`config.mk`:
```
export PLATFORM = sky130hd
export DESIGN_NAME = pix2axis_bridge
export DESIGN_NICKNAME = d
export VERILOG_FILES = /design/src/rtl/pix2axis_pkg.sv /design/src/rtl/pix2axis_map.sv /design/src/rtl/pix2axis_skid_fifo.sv /design/src/rtl/pix2axis_ready_ctl.sv /design/src/rtl/pix2axis_bridge.sv
export SDC_FILE = /design/constraint.sdc
export NUM_CORES = 1
export LEC_CHECK = 0
export BUFFER_PORTS_ARGS = -buffer_cell sky130_fd_sc_hd__buf_2
export CAP_MARGIN = 30
export CORE_ASPECT_RATIO = 0.5
export CORE_MARGIN = 4
export CORE_UTILIZATION = 54
export CTS_CLUSTER_SIZE = 12
export DETAILED_ROUTE_END_ITERATION = 10
export HOLD_SLACK_MARGIN = 0.03
export MAX_ROUTING_LAYER = met4
export PLACE_DENSITY = 0.75
export SYNTH_ARGS = -nofsm -noshare
export SYNTH_HDL_FRONTEND = slang
export SYNTH_SLANG_ARGS = --single-unit
```
`constraint.sdc`:
```
create_clock -name clk -period 3.45 [get_ports clk]
set_input_delay 0.345 -clock clk [delete_from_list [all_inputs] [get_ports clk]]
set_output_delay 0.345 -clock clk [all_outputs]
set_load 0.02 [all_outputs]
```
`src/rtl/pix2axis_pkg.sv`:
```
package pix2axis_pkg;

  // control flags that travel beside each pixel word
  typedef struct packed {
    logic line_first;
    logic line_last;
    logic frame_first;
    logic frame_last;
  } pix_ctl_t;

  // sideband bits packed above the data word in every stored beat
  localparam int unsigned SIDEBAND_W = 2;

endpackage

```
`src/rtl/pix2axis_map.sv`:
```
module pix2axis_map
  import pix2axis_pkg::*;
#(
  parameter int unsigned DATA_W = 24,
  localparam int unsigned BEAT_W = DATA_W + SIDEBAND_W
) (
  input  logic              clk,
  input  logic              rst_n,
  input  logic              in_valid,
  input  logic [DATA_W-1:0] in_data,
  input  pix_ctl_t          in_ctl,
  output logic              push,
  output logic [BEAT_W-1:0] beat
);

  logic sof_bit;
  logic eol_bit;

  always_comb begin
    sof_bit = in_ctl.frame_first;
    // the frame's last pixel always closes a line
    eol_bit = in_ctl.line_last | in_ctl.frame_last;
    push    = in_valid;
    beat    = {sof_bit, eol_bit, in_data};
  end


  sof_on_line_start_chk: assert property (@(posedge clk) disable iff (!rst_n)
    in_valid && in_ctl.frame_first |-> in_ctl.line_first);


  eof_on_line_end_chk: assert property (@(posedge clk) disable iff (!rst_n)
    in_valid && in_ctl.frame_last |-> in_ctl.line_last);

endmodule

```
`src/rtl/pix2axis_skid_fifo.sv`:
```
module pix2axis_skid_fifo #(
  parameter int unsigned W     = 26,
  parameter int unsigned DEPTH = 3,
  localparam int unsigned PW   = (DEPTH > 1) ? $clog2(DEPTH) : 1,
  localparam int unsigned CW   = $clog2(DEPTH + 1)
) (
  input  logic          clk,
  input  logic          rst_n,
  input  logic          push,
  input  logic [W-1:0]  wdata,
  input  logic          pop,
  output logic [W-1:0]  rdata,
  output logic          nonempty,
  output logic [CW-1:0] count_next
);

  localparam logic [PW-1:0] LAST_IDX = PW'(DEPTH - 1);
  localparam logic [CW-1:0] FULL_CNT = CW'(DEPTH);
  localparam int unsigned   SLOTS    = 1 << PW;

  logic [PW-1:0] wr_ptr;
  logic [PW-1:0] rd_ptr;
  logic [CW-1:0] count;
  logic          full;
  logic          push_ok;
  logic          pop_ok;
  logic [W-1:0]  slot [SLOTS];

  function automatic logic [PW-1:0] bump(input logic [PW-1:0] p);
    return (p == LAST_IDX) ? '0 : p + PW'(1);
  endfunction

  always_comb begin
    full     = (count == FULL_CNT);
    nonempty = (count != '0);
    push_ok  = push && !full;
    pop_ok   = pop && nonempty;
    unique case ({push_ok, pop_ok})
      2'b10:   count_next = count + CW'(1);
      2'b01:   count_next = count - CW'(1);
      default: count_next = count;
    endcase
  end

  for (genvar g = 0; g < SLOTS; g++) begin : g_slot
    if (g < DEPTH) begin : g_store
      logic [W-1:0] q;
      always_ff @(posedge clk) begin
        if (push_ok && (wr_ptr == PW'(g))) q <= wdata;
      end
      assign slot[g] = q;
    end else begin : g_pad
      assign slot[g] = '0;
    end
  end

  assign rdata = slot[rd_ptr];

  always_ff @(posedge clk) begin
    if (!rst_n) begin
      wr_ptr <= '0;
      rd_ptr <= '0;
      count  <= '0;
    end else begin
      count <= count_next;
      if (push_ok) wr_ptr <= bump(wr_ptr);
      if (pop_ok)  rd_ptr <= bump(rd_ptr);
    end
  end


  no_overflow_chk: assert property (@(posedge clk) disable iff (!rst_n)
    push |-> !full);


  always_ff @(posedge clk) begin
    if (rst_n) count_bound_chk: assert (count <= FULL_CNT);
  end

endmodule

```
`src/rtl/pix2axis_ready_ctl.sv`:
```
module pix2axis_ready_ctl #(
  parameter int unsigned DEPTH = 3,
  localparam int unsigned CW   = $clog2(DEPTH + 1)
) (
  input  logic          clk,
  input  logic          rst_n,
  input  logic [CW-1:0] count_next,
  input  logic          in_valid,
  output logic          in_ready
);

  // one entry is kept back for the pixel that arrives after ready falls
  localparam logic [CW-1:0] OPEN_LIMIT = CW'(DEPTH - 2);

  logic ready_q;

  always_ff @(posedge clk) begin
    if (!rst_n) ready_q <= 1'b1;
    else        ready_q <= (count_next <= OPEN_LIMIT);
  end

  assign in_ready = ready_q;


  lag_rule_chk: assert property (@(posedge clk) disable iff (!rst_n)
    !in_ready && !$past(in_ready) |-> !in_valid);

endmodule

```
`src/rtl/pix2axis_bridge.sv`:
```
module pix2axis_bridge
  import pix2axis_pkg::*;
#(
  parameter int unsigned DATA_W     = 24,
  parameter int unsigned SKID_DEPTH = 2
) (
  input  logic              clk,
  input  logic              rst_n,
  input  logic              pix_valid,
  input  logic [DATA_W-1:0] pix_data,
  input  logic              pix_line_first,
  input  logic              pix_line_last,
  input  logic              pix_frame_first,
  input  logic              pix_frame_last,
  output logic              pix_ready,
  output logic              m_axis_tvalid,
  input  logic              m_axis_tready,
  output logic [DATA_W-1:0] m_axis_tdata,
  output logic              m_axis_tuser,
  output logic              m_axis_tlast
);

  localparam int unsigned BEAT_W = DATA_W + SIDEBAND_W;
  localparam int unsigned DEPTH  = SKID_DEPTH + 1;
  localparam int unsigned CW     = $clog2(DEPTH + 1);

  pix_ctl_t          ctl;
  logic              push;
  logic [BEAT_W-1:0] beat_in;
  logic [BEAT_W-1:0] beat_out;
  logic              pop;
  logic [CW-1:0]     count_next;

  assign ctl = '{line_first:  pix_line_first,
                 line_last:   pix_line_last,
                 frame_first: pix_frame_first,
                 frame_last:  pix_frame_last};

  pix2axis_map #(.DATA_W(DATA_W)) u_map (
    .clk      (clk),
    .rst_n    (rst_n),
    .in_valid (pix_valid),
    .in_data  (pix_data),
    .in_ctl   (ctl),
    .push     (push),
    .beat     (beat_in)
  );

  pix2axis_skid_fifo #(.W(BEAT_W), .DEPTH(DEPTH)) u_fifo (
    .clk        (clk),
    .rst_n      (rst_n),
    .push       (push),
    .wdata      (beat_in),
    .pop        (pop),
    .rdata      (beat_out),
    .nonempty   (m_axis_tvalid),
    .count_next (count_next)
  );

  pix2axis_ready_ctl #(.DEPTH(DEPTH)) u_ready (
    .clk        (clk),
    .rst_n      (rst_n),
    .count_next (count_next),
    .in_valid   (pix_valid),
    .in_ready   (pix_ready)
  );

  assign pop = m_axis_tvalid && m_axis_tready;
  assign {m_axis_tuser, m_axis_tlast, m_axis_tdata} = beat_out;


  hold_stable_chk: assert property (@(posedge clk) disable iff (!rst_n)
    m_axis_tvalid && !m_axis_tready |=> m_axis_tvalid && $stable(m_axis_tdata)
      && $stable(m_axis_tuser) && $stable(m_axis_tlast));

endmodule

```
=== Word level (Yosys, flattened, before mapping) ===
Index checks and enable logic that the tools add are counted.

* Register bits after elaboration: 85
* Bits of input ports: 32
* Output and inout port bits: 28
* Word-level logic and storage cells: 36

* Add/subtract/negate cells: 4
* $lt $le $gt $ge: 2
* Equal/unequal tests: 6
* Muxes and demuxes: 6
* Bitwise operators: 2
* Reductions and logical operators: 9

{| class="wikitable"
|+ Operators with widths
! cell !! count
|-
| $bmux W26 S2 || 1
|-
| $mux W26 || 2
|-
| $eq A2 B2 Y1 const B || 4
|-
| $add A2 B1 Y2 const B || 3
|-
| $logic_and A1 B1 Y1 || 6
|-
| $eq A2 B1 Y1 const B || 2
|-
| $mux W2 || 2
|-
| $pmux W2 S2 || 1
|-
| $ge A3 B3 Y1 const B || 1
|-
| $not A2 Y3 || 1
|-
| $le A2 B1 Y1 const B || 1
|-
| $logic_not A2 Y1 || 1
|-
| $reduce_bool A2 Y1 || 1
|-
| $sub A2 B1 Y2 const B || 1
|-
| $logic_not A1 Y1 || 1
|-
| $or A1 B1 Y1 || 1
|}

=== Depth between registers and ports, before layout ===
Gate-level depths: netlist of the first run.

* Depth in word-level cells: 6
* Gate-level depth with buffers: 6
* Mapped depth without buffers: 6

=== Modules after synthesis ===
From an unflattened synthesis of the first run, not the netlist that was laid out.

* Cells, all modules: 229
* Area, all modules: 3453.3 µm²

{| class="wikitable"
|+ By module, submodules not included
! module !! times used !! cells an instance !! area each (µm²) !! seq. area each (µm²)
|-
| pix2axis_skid_fifo || 1 || 198 || 3214.3 || 2462.4
|-
| pix2axis_map || 1 || 28 || 209.0 || 0.0
|-
| pix2axis_ready_ctl || 1 || 2 || 23.8 || 20.0
|-
| pix2axis_bridge || 1 || 1 || 6.3 || 0.0
|}

=== Worst setup path before layout of the first run ===
Ideal clock, no wire load.

* Path kind: reg2reg
* Start: reg u_fifo.count[0]
* End: reg u_fifo.g_slot[2].g_store.q[0], enable pin
* Library setup time: 0.447 ns
* Arrival: 2.572 ns
* Required time: 3.003 ns
* Slack: 0.431 ns
* Cell stages (with the launch flop): 3
* Buffers on the path: 0
* Clock period less this slack: 3.019 ns
* Cell sequence: dfxtp_1 a21bo_2 nor3b_1

* Cells in the longest elaborated chain, start to end: 4

{| class="wikitable"
|+ Ends and longest elaborated chain
! item !! line !! text
|-
| start, declared || pix2axis_skid_fifo.sv:23 || <nowiki>logic [CW-1:0] count;</nowiki>
|-
| start signal, assigned || pix2axis_skid_fifo.sv:65 || <nowiki>count <= count_next;</nowiki>
|-
| $eq A2 B2 Y1 || pix2axis_skid_fifo.sv:34 || <nowiki>full = (count == FULL_CNT);</nowiki>
|-
| $logic_not A1 Y1 || pix2axis_skid_fifo.sv:36 || <nowiki>push_ok = push && !full;</nowiki>
|-
| $logic_and A1 B1 Y1 || pix2axis_skid_fifo.sv:36 ||
|-
| $logic_and A1 B1 Y1 || pix2axis_skid_fifo.sv:49 || <nowiki>if (push_ok && (wr_ptr == PW'(g))) q <= wdata;</nowiki>
|-
| end signal, assigned || pix2axis_skid_fifo.sv:49 ||
|-
| end, declared || pix2axis_skid_fifo.sv:47 || <nowiki>logic [W-1:0] q;</nowiki>
|}

Every way passes these cells.
A chain may end at the register's enable or synchronous reset.

=== Worst setup path after layout of the first run ===
* Start: reg u_fifo.rd_ptr[1]
* End: out m_axis_tdata[19]

* Cells in the longest elaborated chain, start to end: 4

{| class="wikitable"
|+ Ends and longest elaborated chain
! item !! line !! text
|-
| start, declared || pix2axis_skid_fifo.sv:22 || <nowiki>logic [PW-1:0] rd_ptr;</nowiki>
|-
| start signal, assigned || pix2axis_skid_fifo.sv:67 || <nowiki>if (pop_ok) rd_ptr <= bump(rd_ptr);</nowiki>
|-
| $not A2 Y3 (implied by the code) || pix2axis_skid_fifo.sv:57 || <nowiki>assign rdata = slot[rd_ptr];</nowiki>
|-
| $bmux W26 S2 || pix2axis_skid_fifo.sv:57 ||
|-
| $mux W26 (implied by the code) (2 in a row) || pix2axis_skid_fifo.sv:57 ||
|-
| end, declared || pix2axis_bridge.sv:18 || <nowiki>output logic [DATA_W-1:0] m_axis_tdata,</nowiki>
|}

Every way passes these cells. The select of a mux whose other input is x is not followed.

==> results of run 1 <==
-- worst max path at each step --
| stage | startpoint | end | slack [ns] |
|---|---|---|---|
| 4_1_cts | u_fifo.rd_ptr[1] | m_axis_tdata[19] | 1.14 |
| 3_5_place_dp | pix_valid | u_fifo.g_slot[0].g_store.q[1] | 1.40 |
| 5_1_grt | u_fifo.rd_ptr[1] | m_axis_tdata[9] | 1.09 |
| 6_report | u_fifo.rd_ptr[1] | m_axis_tdata[19] | 1.18 |
| 3_3_place_gp | pix_valid | u_fifo.g_slot[0].g_store.q[1] | 1.40 |
| 2_1_floorplan | u_fifo.count[0] | u_fifo.g_slot[2].g_store.q[0] | 0.43 |
-- power by group through the flow --
stage	Sequential [mW]	Clock (mW)	Combinational (mW)
after CTS	1.27	1.00	0.660
after detailed placement	1.29	0	0.656
final	1.27	0.984	0.650
after global routing	1.28	1.06	0.706
after floorplan	1.29	0	0.456
after global placement	1.29	0	0.643
-- state kept, by name (all words and copies together), names as in the netlist --
signal and count:
u_fifo.wr_ptr 2, u_fifo.count 2, u_ready.in_ready 1, u_fifo.g_slot.g_store.q 78, u_fifo.rd_ptr 2
-- routing by layer --
metal,up-vias,routed length [µm]
met3,11,308
met1,896,2450
li1,879,-
met2,51,3180
met4,0,109
met5,-,0
-- stage by stage --
stage	hold WS (ns)	util [%]	std cells	setup WS [ns]
CTS	0.203	69.9	346	1.14
floorplan	0.444	-	200	0.431
detailed placement	0.550	64.4	330	1.40
global route	0.196	69.9	346	1.09
global placement	0.542	64.4	330	1.40
finish	0.213	69.9	346	1.18
-- cells in the mapped netlist --
library cell | n | area share [%]
buf_4 | 3 | 0.69
o21ai_1 | 1 | 0.15
clkbuf_1 | 2 | 0.23
o21ai_0 | 25 | 3.8
buf_6 | 4 | 1.4
a21boi_1 | 1 | 0.23
xnor2_1 | 2 | 0.54
or3_1 | 1 | 0.19
nor3_2 | 1 | 0.31
or3b_1 | 1 | 0.27
nor2_2 | 1 | 0.19
dfxtp_1 | 7 | 4.3
o21ai_2 | 1 | 0.27
ha_1 | 1 | 0.38
nand2_1 | 28 | 3.2
inv_1 | 1 | 0.12
nor3b_1 | 1 | 0.23
a21boi_0 | 1 | 0.23
o21a_1 | 2 | 0.46
mux2_2 | 1 | 0.35
nor2b_1 | 2 | 0.38
mux2i_1 | 27 | 8.3
nor3b_2 | 1 | 0.38
or2_2 | 2 | 0.38
and2_1 | 4 | 0.77
edfxtp_1 | 78 | 72
a21bo_2 | 1 | 0.31
-- layout make-up --
cell class                 count  area (µm²)  area share, %
tap                           73        91.3           2.31
clock inverter                 4        72.6           1.83
sequential                    85        2480           62.8
timing repair buffer          66         350           8.86
multi-input combinational    105         717           18.1
clock buffer                  12         236           5.98
inverter                       1        3.75         0.0949
-- kinds of logic (layout without fill, tap and decap cells) --
group | after synthesis | in the layout | share of synthesized area, %
AND/OR/NAND/NOR | 42 | 42 | 6.34
adder cells (fa/ha/maj) | 1 | 1 | 0.384
buffers and inverters | 10 | 83 | 2.42
AO/OA/AOI/OAI | 32 | 32 | 5.49
XOR/XNOR | 2 | 2 | 0.538
flip-flops | 85 | 85 | 76.2
multiplexers | 28 | 28 | 8.64
==> summary.md, run 1 <==
| Metric | Value |
|---|---|
| Slack of the worst reg-to-reg path | 1.50 ns |
| Reg2reg start | u_fifo.count[0] |
| Slowest Stage Delay on Critical Path | 0.47 ns |
| RSZ-0062 raised after global routing | no |
| Ys Warns | 0 |
| Num ports | 60 |
| Reg power frac | 43.8% |
| Num CTS Buffers | 9 |
| Period utilization | 65.7% |
| Slew margin rel. | 46.5% |
| Global-route wire length before repair | 9.62 mm |
| Post-CTS Resized | 0 |
| VDD IR max | 0.378 mV |
| HP Start | pix_data[6] |
| Critical path depth | 5 |
| Fin. max-slew vios | 0 |
| Routed Antenna Nets | 0 |
| Synth Net Count | 233 |
| Min Tclk post-route | 2.27 ns |
| Syn avg cell area | 16.3 µm² |
| Worst reg2reg path depth | 3 |
| Most frequent cells in the layout | edfxtp_1 (78), buf_2 (58), nand2_1 (28) |
| Comb power frac | 22.3% |
| Crit-path max FO | 17 |
| Final hold viol count | 0 |
| Setup Skew | 0.00449 ns |
| WL per Instance | 17.5 µm |
| Pwr/cell area | 735 nW/µm² |
| Critical Path AT | 1.92 ns |
| Initial core utilization | 57.6% |
| Die area | 7420 µm² |
| Max Fclk | 441 MHz |
| Hold Path End | u_fifo.g_slot[1].g_store.q[6] |
| Status | completed |
| Worst setup SP type | flip-flop |
| Core Footprint | 5660 µm² |
| Row count | 19 |
| Final #Nets | 301 |
| Detail Placement HPWL | 3.74 mm |
| Clock Tree Buf Depth | 2 |
| FF+latch count, synth | 85 |
| Worst EP required | 3.11 ns |
| Worst Path Buf+Inv | 2 |
| Setup Buffers After CTS | 0 |
| Count of final setup violators | 0 |
| Initial antenna violation count | 0 |
| Cell variety after synth | 27 |
| N_diodes | 0 |
| CTS tree | done |
| Clock Pin Slew Worst Setup and Hold Paths | 0.06 ns |
| Largest net degree at the start of global routing | 30 |
| Cell breakdown of the critical path | nor2b_2 -> buf_4 -> nand2_1 -> o21ai_0 -> buf_2 |
| Die Span Y | 62.9 µm |
| Placer congestion estimate | 0.703 |
| Area delta synth->final | 21.4% |
| Port bufs | 58 |
| Int Pwr | 2.11 mW |
| Layout fillers | 370 |
| Layout cell share with drive strength beyond 1 | 33.0% |
| Sequential cell area fraction in the yosys report | 76.2% |
| Via density | 5.31 |
| Design area | 3960 µm² |
| Initial DRC count | 110 |
| Hold-fix buffers, CTS | 0 |
| Vias | 1837 |
| Crit path kind | reg2out |
| Overall power | 2.91 mW |
| Global route total overflow | 0 |
| Crit. End Element | primary output |
| GR Util met2 | 31.2% |
| Cell area after synthesis | 3260 µm² |
| Sw frac | 27.5% |
| Pleak | 1.39 nW |
| Post-DP Area | 3650 µm² |
| Sum of negative setup slack | 0 ns |
| Number of remaining DRC errors | 0 |
| Kind of cell adding the most delay to the critical path | simple AND/OR/NAND/NOR gates |
| Clk_lat worst skew | 0.33 ns |
| Tot GR Track Use | 18.0% |
| Synth Instances | 200 |
| Final wirelength | 6.04 mm |
| Met1 usage | 18.7% |
| Vias in the first global route | 2005 |
| Sw Pwr | 0.798 mW |
| Root buffer cell | clkbuf_16 |
| CTS sink count | 85 |
| Width of the die | 118 µm |
| Commonest non-fill, non-tap cell in the layout | edfxtp_1 |
| Worst-margin pin slew | 0.800 ns |
| Type of the worst min-delay path | in2reg |
| Most used routing layer in global routing | met2 |
| R2R Path End | u_fifo.g_slot[0].g_store.q[16] |
| CP max stage cell | nor2b_2 |
| Hold-critical path depth | 1 |
| Max-capacitance violation count | 0 |
| Clock share of power | 33.9% |
| GRT met3 Usage | 6.78% |
| H-tree lvl count | 3 |
| Drt first pass iters | 4 |
No activity file was read; power rests on OpenSTA's default activity.
==> run 2, diff against run 1 <==
- ABC_AREA: default -> 1
- CORE_UTILIZATION: 54 -> 49
- PLACE_DENSITY: 0.75 -> 0.72
- clock period: 3.45 -> 2 ns (I/O delays scaled with it)
==> summary.md, run 2 <==
| Metric | Value |
|---|---|
| Routed Antenna Nets | 0 (unchanged) |
| Drt first pass iters | 4 (unchanged) |
| Critical Path AT | 1.61 ns (was 1.92 ns) |
| Crit-path max FO | 16 (was 17) |
| Cell variety after synth | 17 (was 27) |
| Placed insts | 391 (was 330) |
| Fin. max-slew vios | 0 (unchanged) |
| Period utilization | 90.3% |
| Initial DRC count | 125 (was 110) |
| R2R Path End | u_ready.in_ready (was u_fifo.g_slot[0].g_store.q[16]) |
| Status | completed (unchanged) |
| Die area | 7920 µm² (was 7420 µm²) |
| N_diodes | 0 (unchanged) |
| Initial core utilization | 51.5% (was 57.6%) |
| FF+latch count, synth | 85 (unchanged) |
| Final wirelength | 5.90 mm (was 6.04 mm) |
| Setup Skew | 0.00346 ns (was 0.00449 ns) |
| Synth Net Count | 275 (was 233) |
| VDD IR max | 0.593 mV (was 0.378 mV) |
| Worst setup SP type | flip-flop (unchanged) |
| Top post-synthesis cells by count | nand2_1 (88), edfxtp_1 (78), nand3_1 (27) (was edfxtp_1 (78), nand2_1 (28), mux2i_1 (27)) |
| Number of flip-flops under the largest register name | 78 (unchanged) |
| Num ports | 60 (unchanged) |
| Largest Register | u_fifo.g_slot.g_store.q (unchanged) |
| Slack of the worst reg-to-reg path | 0.46 ns (was 1.50 ns) |
| Vias | 1955 (was 1837) |
| CTS sink count | 85 (unchanged) |
| Detail Placement HPWL | 3.84 mm (was 3.74 mm) |
| Root buffer cell | clkbuf_16 (unchanged) |
| Initial antenna violation count | 0 (unchanged) |
| Global-route wire length before repair | 9.74 mm (was 9.62 mm) |
| Cell area after synthesis | 3180 µm² (was 3260 µm²) |
| Ys Warns | 0 (unchanged) |
| Commonest non-fill, non-tap cell in the layout | nand2_1 (was edfxtp_1) |
| Via density | 4.82 (was 5.31) |
| Crit. End Element | primary output (unchanged) |
| Post-CTS Resized | 0 (unchanged) |
| Worst-margin pin slew | 0.381 ns (was 0.800 ns) |
| Core Footprint | 6180 µm² (was 5660 µm²) |
| Width of the die | 122 µm (was 118 µm) |
| Count of final setup violators | 0 (unchanged) |
| CP Capture Point | m_axis_tdata[23] (was m_axis_tdata[19]) |
| Port bufs | 58 (unchanged) |
| FF+latch area | 2480 µm² (about the same) |
| Worst reg2reg path depth | 9 (was 3) |
| Cell breakdown of the critical path | inv_2 -> nor2_4 -> buf_12 -> nand2_1 -> nand3_1 -> buf_2 (was nor2b_2 -> buf_4 -> nand2_1 -> o21ai_0 -> buf_2) |
| Final hold viol count | 0 (unchanged) |
| Row count | 20 (was 19) |
| Clock Pin Slew Worst Setup and Hold Paths | 0.06 ns (about the same) |
| Slew margin rel. | 74.6% (was 46.5%) |
| Clk_lat worst skew | 0.33 ns (about the same) |
| CTS tree | done (unchanged) |
| Syn avg cell area | 13.1 µm² (was 16.3 µm²) |
| Synth area leader | edfxtp_1 (unchanged) |
| Clock Tree Buf Depth | 2 (unchanged) |
| CP max stage cell | dfxtp_1 (was nor2b_2) |
| Pwr/cell area | 1230 nW/µm² (was 735 nW/µm²) |
| Setup Buffers After CTS | 0 (unchanged) |
| Worst Setup SP | u_fifo.rd_ptr[1] (unchanged) |
| Pleak | 1.56 nW (was 1.39 nW) |
| Tot GR Track Use | 16.8% (was 18.0%) |
| Area delta synth->final | 24.2% (was 21.4%) |
| HP Start | pix_data[15] (was pix_data[6]) |
| Ys flop type | edfxtp_1 (unchanged) |
| Worst EP required | 1.80 ns (was 3.11 ns) |
| Number of synthesized flops with an enable pin | 78 (unchanged) |
| Num CTS Buffers | 9 (unchanged) |
| Post-synthesis async set-or-reset flop share | 0% (unchanged) |
| Hold-fix buffers, CTS | 0 (unchanged) |
| Most frequent cells in the layout | nand2_1 (88), edfxtp_1 (78), buf_2 (58) (was edfxtp_1 (78), buf_2 (58), nand2_1 (28)) |
| Largest net degree at the start of global routing | 27 (was 30) |
| Synth Instances | 242 (was 200) |
| Multi-input gate area | 613 µm² (was 717 µm²) |
| H-tree lvl count | 3 (unchanged) |
| WL per Instance | 14.5 µm (was 17.5 µm) |
| Vias in the first global route | 2108 (was 2005) |
| Max-capacitance violation count | 0 (unchanged) |
| Slowest Stage Delay on Critical Path | 0.43 ns (was 0.47 ns) |
| Type of the worst min-delay path | in2reg (unchanged) |
| Layout cell share with drive strength beyond 1 | 27.4% (was 33.0%) |
| Synth top area share | 73.6% (was 71.9%) |
| Min Hold Slack | 0.0707 ns (was 0.213 ns) |
| Die Span Y | 65.0 µm (was 62.9 µm) |
| Min Tclk post-route | 1.81 ns |
| Max Fclk | 554 MHz |
| Reg2reg start | u_fifo.count[0] (unchanged) |
| Layout fillers | 463 (was 370) |
| Sequential cell area fraction in the yosys report | 78.0% (was 76.2%) |
| Sum of negative setup slack | 0 ns (unchanged) |
| Global route total overflow | 0 (unchanged) |
| RSZ-0062 raised after global routing | no (unchanged) |
| Util after Layout | 63.9% (was 69.9%) |
| Crit path kind | reg2out (unchanged) |
| Most common cell in the synthesized netlist | nand2_1 (was edfxtp_1) |
| Final #Nets | 347 (was 301) |
| Number of remaining DRC errors | 0 (unchanged) |
| Top post-synthesis cells by area | edfxtp_1 (74%), nand2_1 (10%), dfxtp_1 (4.4%) (was edfxtp_1 (72%), mux2i_1 (8.3%), dfxtp_1 (4.3%)) |
| Fin cells | 406 (was 346) |
| Placer congestion estimate | 0.670 (was 0.703) |
-- run 2: cell type report --
class                      instances  area share, %
clock buffer                      11           5.89
clock inverter                     4           2.47
inverter                          12           1.14
multi-input combinational        139           15.5
sequential                        85           62.8
tap                               88           2.79
timing repair buffer              67           9.37
-- run 2: critical path: cells and delay by family, from the launching register on --
kind                   cells  cell delay (ns)
buffers and inverters      3             0.44
DFF                        1             0.43
and+or+nand+nor            3             0.41
-- run 2: kinds of logic (layout without fill, tap and decap cells) --
| kind of cell | after synthesis | in the layout | share of synthesized area (%) |
|---|---|---|---|
| AO/OA/AOI/OAI | 7 | 7 | 1.10 |
| adder cells (fa/ha/maj) | 1 | 1 | 0.393 |
| buffers and inverters | 18 | 94 | 3.07 |
| flip-flops | 85 | 85 | 78.0 |
| AND/OR/NAND/NOR | 131 | 131 | 17.4 |
-- run 2: through the flow --
| stage | power [mW] | cell area (µm²) | setup WS, ns |
|---|---|---|---|
| after floorplan | 2.75 | 3190 | 0.0191 |
| after global placement | 3.06 | 3620 | 0.536 |
| after detailed placement | 3.09 | 3620 | 0.490 |
| after CTS | 4.90 | 3950 | 0.165 |
| after global routing | 5.08 | 3950 | 0.0712 |
| final | 4.84 | 3950 | 0.195 |
-- run 2: how the worst min path moves through the flow --
stage | endpoint | slack [ns] | cells past startpoint
2_1_floorplan | u_ready.in_ready | 0.28 | 1
3_3_place_gp | u_fifo.g_slot[2].g_store.q[0] | 0.40 | 1
3_5_place_dp | u_fifo.g_slot[1].g_store.q[15] | 0.40 | 1
4_1_cts | u_fifo.g_slot[1].g_store.q[15] | 0.06 | 1
5_1_grt | u_fifo.g_slot[0].g_store.q[20] | 0.06 | 1
6_report | u_fifo.g_slot[1].g_store.q[15] | 0.07 | 1
-- run 2: metal layers --
| metal | global-route usage (%) | routed length, µm | up-vias |
|---|---|---|---|
| met2 | 28.7 | 2980 | 47 |
| met4 | 7.26 | 73 | 0 |
| met3 | 4.97 | 391 | 7 |
| met5 | - | 0 | - |
| li1 | - | - | 980 |
| met1 | 18.7 | 2450 | 921 |
-- run 2: power by group --
| group | internal (mW) | switching (mW) | total [mW] |
|---|---|---|---|
| registers | 2.07 | 0.0485 | 2.12 |
| clock network | 1.21 | 0.588 | 1.80 |
| logic | 0.300 | 0.622 | 0.922 |
| total | 3.58 | 1.26 | 4.84 |
==> run 3, diff against run 2 <==
- MAX_ROUTING_LAYER: met4 -> default
==> summary.md, run 3 (synthesis results as in run 2) <==
| Metric | Value |
|---|---|
| Routed Antenna Nets | 0 (unchanged) |
| Util after Layout | 63.9% (unchanged) |
| Worst setup SP type | flip-flop (unchanged) |
| FF+latch area | 2480 µm² (unchanged) |
| Worst Path Buf+Inv | 3 (unchanged) |
| H-tree lvl count | 3 (unchanged) |
| Pleak | 1.56 nW (unchanged) |
| Num ports | 60 (unchanged) |
| Cell breakdown of the critical path | inv_2 -> nor2_4 -> buf_12 -> nand2_1 -> nand3_1 -> buf_2 (unchanged) |
| Fin. max-slew vios | 0 (unchanged) |
| Min Tclk post-route | 1.80 ns (was 1.81 ns) |
| Most frequent cells in the layout | nand2_1 (88), edfxtp_1 (78), buf_2 (58) (unchanged) |
| Layout fillers | 463 (unchanged) |
| Pwr/cell area | 1220 nW/µm² (was 1230 nW/µm²) |
| Tot GR Track Use | 16.3% (was 16.8%) |
| Initial antenna violation count | 0 (unchanged) |
| Slowest Stage Delay on Critical Path | 0.43 ns (about the same) |
| Max-capacitance violation count | 0 (unchanged) |
| Crit path kind | reg2out (unchanged) |
| Final hold viol count | 0 (unchanged) |
| Die area | 7920 µm² (unchanged) |
| Final #Nets | 347 (unchanged) |
| Min Hold Slack | 0.0700 ns (was 0.0707 ns) |
| Post-CTS Resized | 0 (unchanged) |
| Vias in the first global route | 2110 (was 2108) |
| WL per Instance | 14.5 µm (about the same) |
| CTS sink count | 85 (unchanged) |
| Worst-margin pin slew | 0.378 ns (was 0.381 ns) |
| Via density | 4.83 (was 4.82) |
| Core Footprint | 6180 µm² (unchanged) |
| Vias | 1961 (was 1955) |
| Slew margin rel. | 74.8% (was 74.6%) |
| Area delta synth->final | 24.2% (unchanged) |
| Row count | 20 (unchanged) |
| Period utilization | 89.8% (was 90.3%) |
| Crit. End Element | primary output (unchanged) |
| Width of the die | 122 µm (unchanged) |
| Multi-input gate area | 613 µm² (unchanged) |
| Global-route wire length before repair | 9.73 mm (was 9.74 mm) |
| Number of flip-flops under the largest register name | 78 (unchanged) |
| Kind of cell adding the most delay to the critical path | buffers and inverters (unchanged) |
| Global route total overflow | 0 (unchanged) |
| Final wirelength | 5.88 mm (was 5.90 mm) |
| Type of the worst min-delay path | in2reg (unchanged) |
| Layout cell share with drive strength beyond 1 | 27.4% (unchanged) |
| Placer congestion estimate | 0.664 (was 0.670) |
| Fin cells | 406 (unchanged) |
| Root buffer cell | clkbuf_16 (unchanged) |
| Status | completed (unchanged) |
| Drt first pass iters | 4 (unchanged) |
| Initial DRC count | 136 (was 125) |
| RSZ-0062 raised after global routing | no (unchanged) |
| Worst EP required | 1.80 ns (about the same) |
| Port bufs | 58 (unchanged) |
| Sum of negative setup slack | 0 ns (unchanged) |
| Largest net degree at the start of global routing | 27 (unchanged) |
| Number of remaining DRC errors | 0 (unchanged) |
| Clock Tree Buf Depth | 2 (unchanged) |
| Clk_lat worst skew | 0.33 ns (about the same) |
| Setup Skew | 0.00329 ns (was 0.00346 ns) |
| Crit-path max FO | 16 (unchanged) |
| Hold-fix buffers, CTS | 0 (unchanged) |
| Count of final setup violators | 0 (unchanged) |
| CTS tree | done (unchanged) |
| Num CTS Buffers | 9 (unchanged) |
| Setup Buffers After CTS | 0 (unchanged) |
| Max Fclk | 557 MHz (was 554 MHz) |
| N_diodes | 0 (unchanged) |
| CP max stage cell | dfxtp_1 (unchanged) |
| Largest Register | u_fifo.g_slot.g_store.q (unchanged) |
| Commonest non-fill, non-tap cell in the layout | nand2_1 (unchanged) |
| Detail Placement HPWL | 3.84 mm (unchanged) |
| VDD IR max | 0.592 mV (was 0.593 mV) |
| Die Span Y | 65.0 µm (unchanged) |
| Critical Path AT | 1.60 ns (was 1.61 ns) |
| Initial core utilization | 51.5% (unchanged) |
| Clock Pin Slew Worst Setup and Hold Paths | 0.06 ns (about the same) |
| Placed insts | 391 (unchanged) |
[run 3: cell counts in the layout (fill, tap and decap cells not counted)]
No cell type changed its count.
[run 3: worst reg2reg max path, cell delays in order (launching register included)]
cell and delay (ns):
dfxtp_1 0.41, inv_1 0.09, nand2_1 0.09, nand2_1 0.08, inv_1 0.10, ha_1 0.24
inv_1 0.11, nand2_1 0.09, o21ai_0 0.14, nand3_1 0.08
[run 3: final cells by class]
cell class | count | share of cell area [%]
well taps | 88 | 2.79
clock buffers | 11 | 5.89
flip-flops and latches | 85 | 62.8
multi-input cells | 139 | 15.5
clock inverters | 4 | 2.47
inverters | 12 | 1.14
repair buffers | 67 | 9.37
[run 3: metrics by stage]
step	setup slack, ns	power, mW	cell area (µm²)
after floorplan	0.0191	2.75	3190
after global placement	0.536	3.06	3620
after detailed placement	0.490	3.09	3620
after CTS	0.165	4.90	3950
after global routing	0.0786	5.08	3950
final	0.205	4.84	3950
[run 3: path summary, 6_finish.rpt]
check	start	endpoint	slack (ns)	depth (start not counted)
setup / recovery	u_fifo.rd_ptr[1]	m_axis_tdata[23]	0.20	6
hold / removal	pix_data[15]	u_fifo.g_slot[1].g_store.q[15]	0.07	1
setup reg to reg	u_fifo.count[0]	u_ready.in_ready	0.46	9
hold reg to reg	u_fifo.wr_ptr[1]	u_fifo.wr_ptr[1]	0.48	2
[run 3: power by group]
part	switching [mW]	total, mW	internal [mW]	leakage (nW)
Clock	0.589	1.80	1.21	0.156
Combinational	0.621	0.921	0.300	0.624
Sequential	0.0484	2.12	2.07	0.777
Total	1.26	4.84	3.58	1.56
[run 3: per-layer routing]
| metal | global-route usage, % | up-vias | routed length, µm | part of all wire [%] |
|---|---|---|---|---|
| li1 | - | 979 | - | - |
| met1 | 18.4 | 922 | 2380 | 40 |
| met2 | 28.8 | 51 | 2980 | 51 |
| met3 | 5.14 | 9 | 426 | 7.2 |
| met4 | 7.26 | 0 | 91 | 1.5 |
| met5 | 0 | - | 0 | 0 |
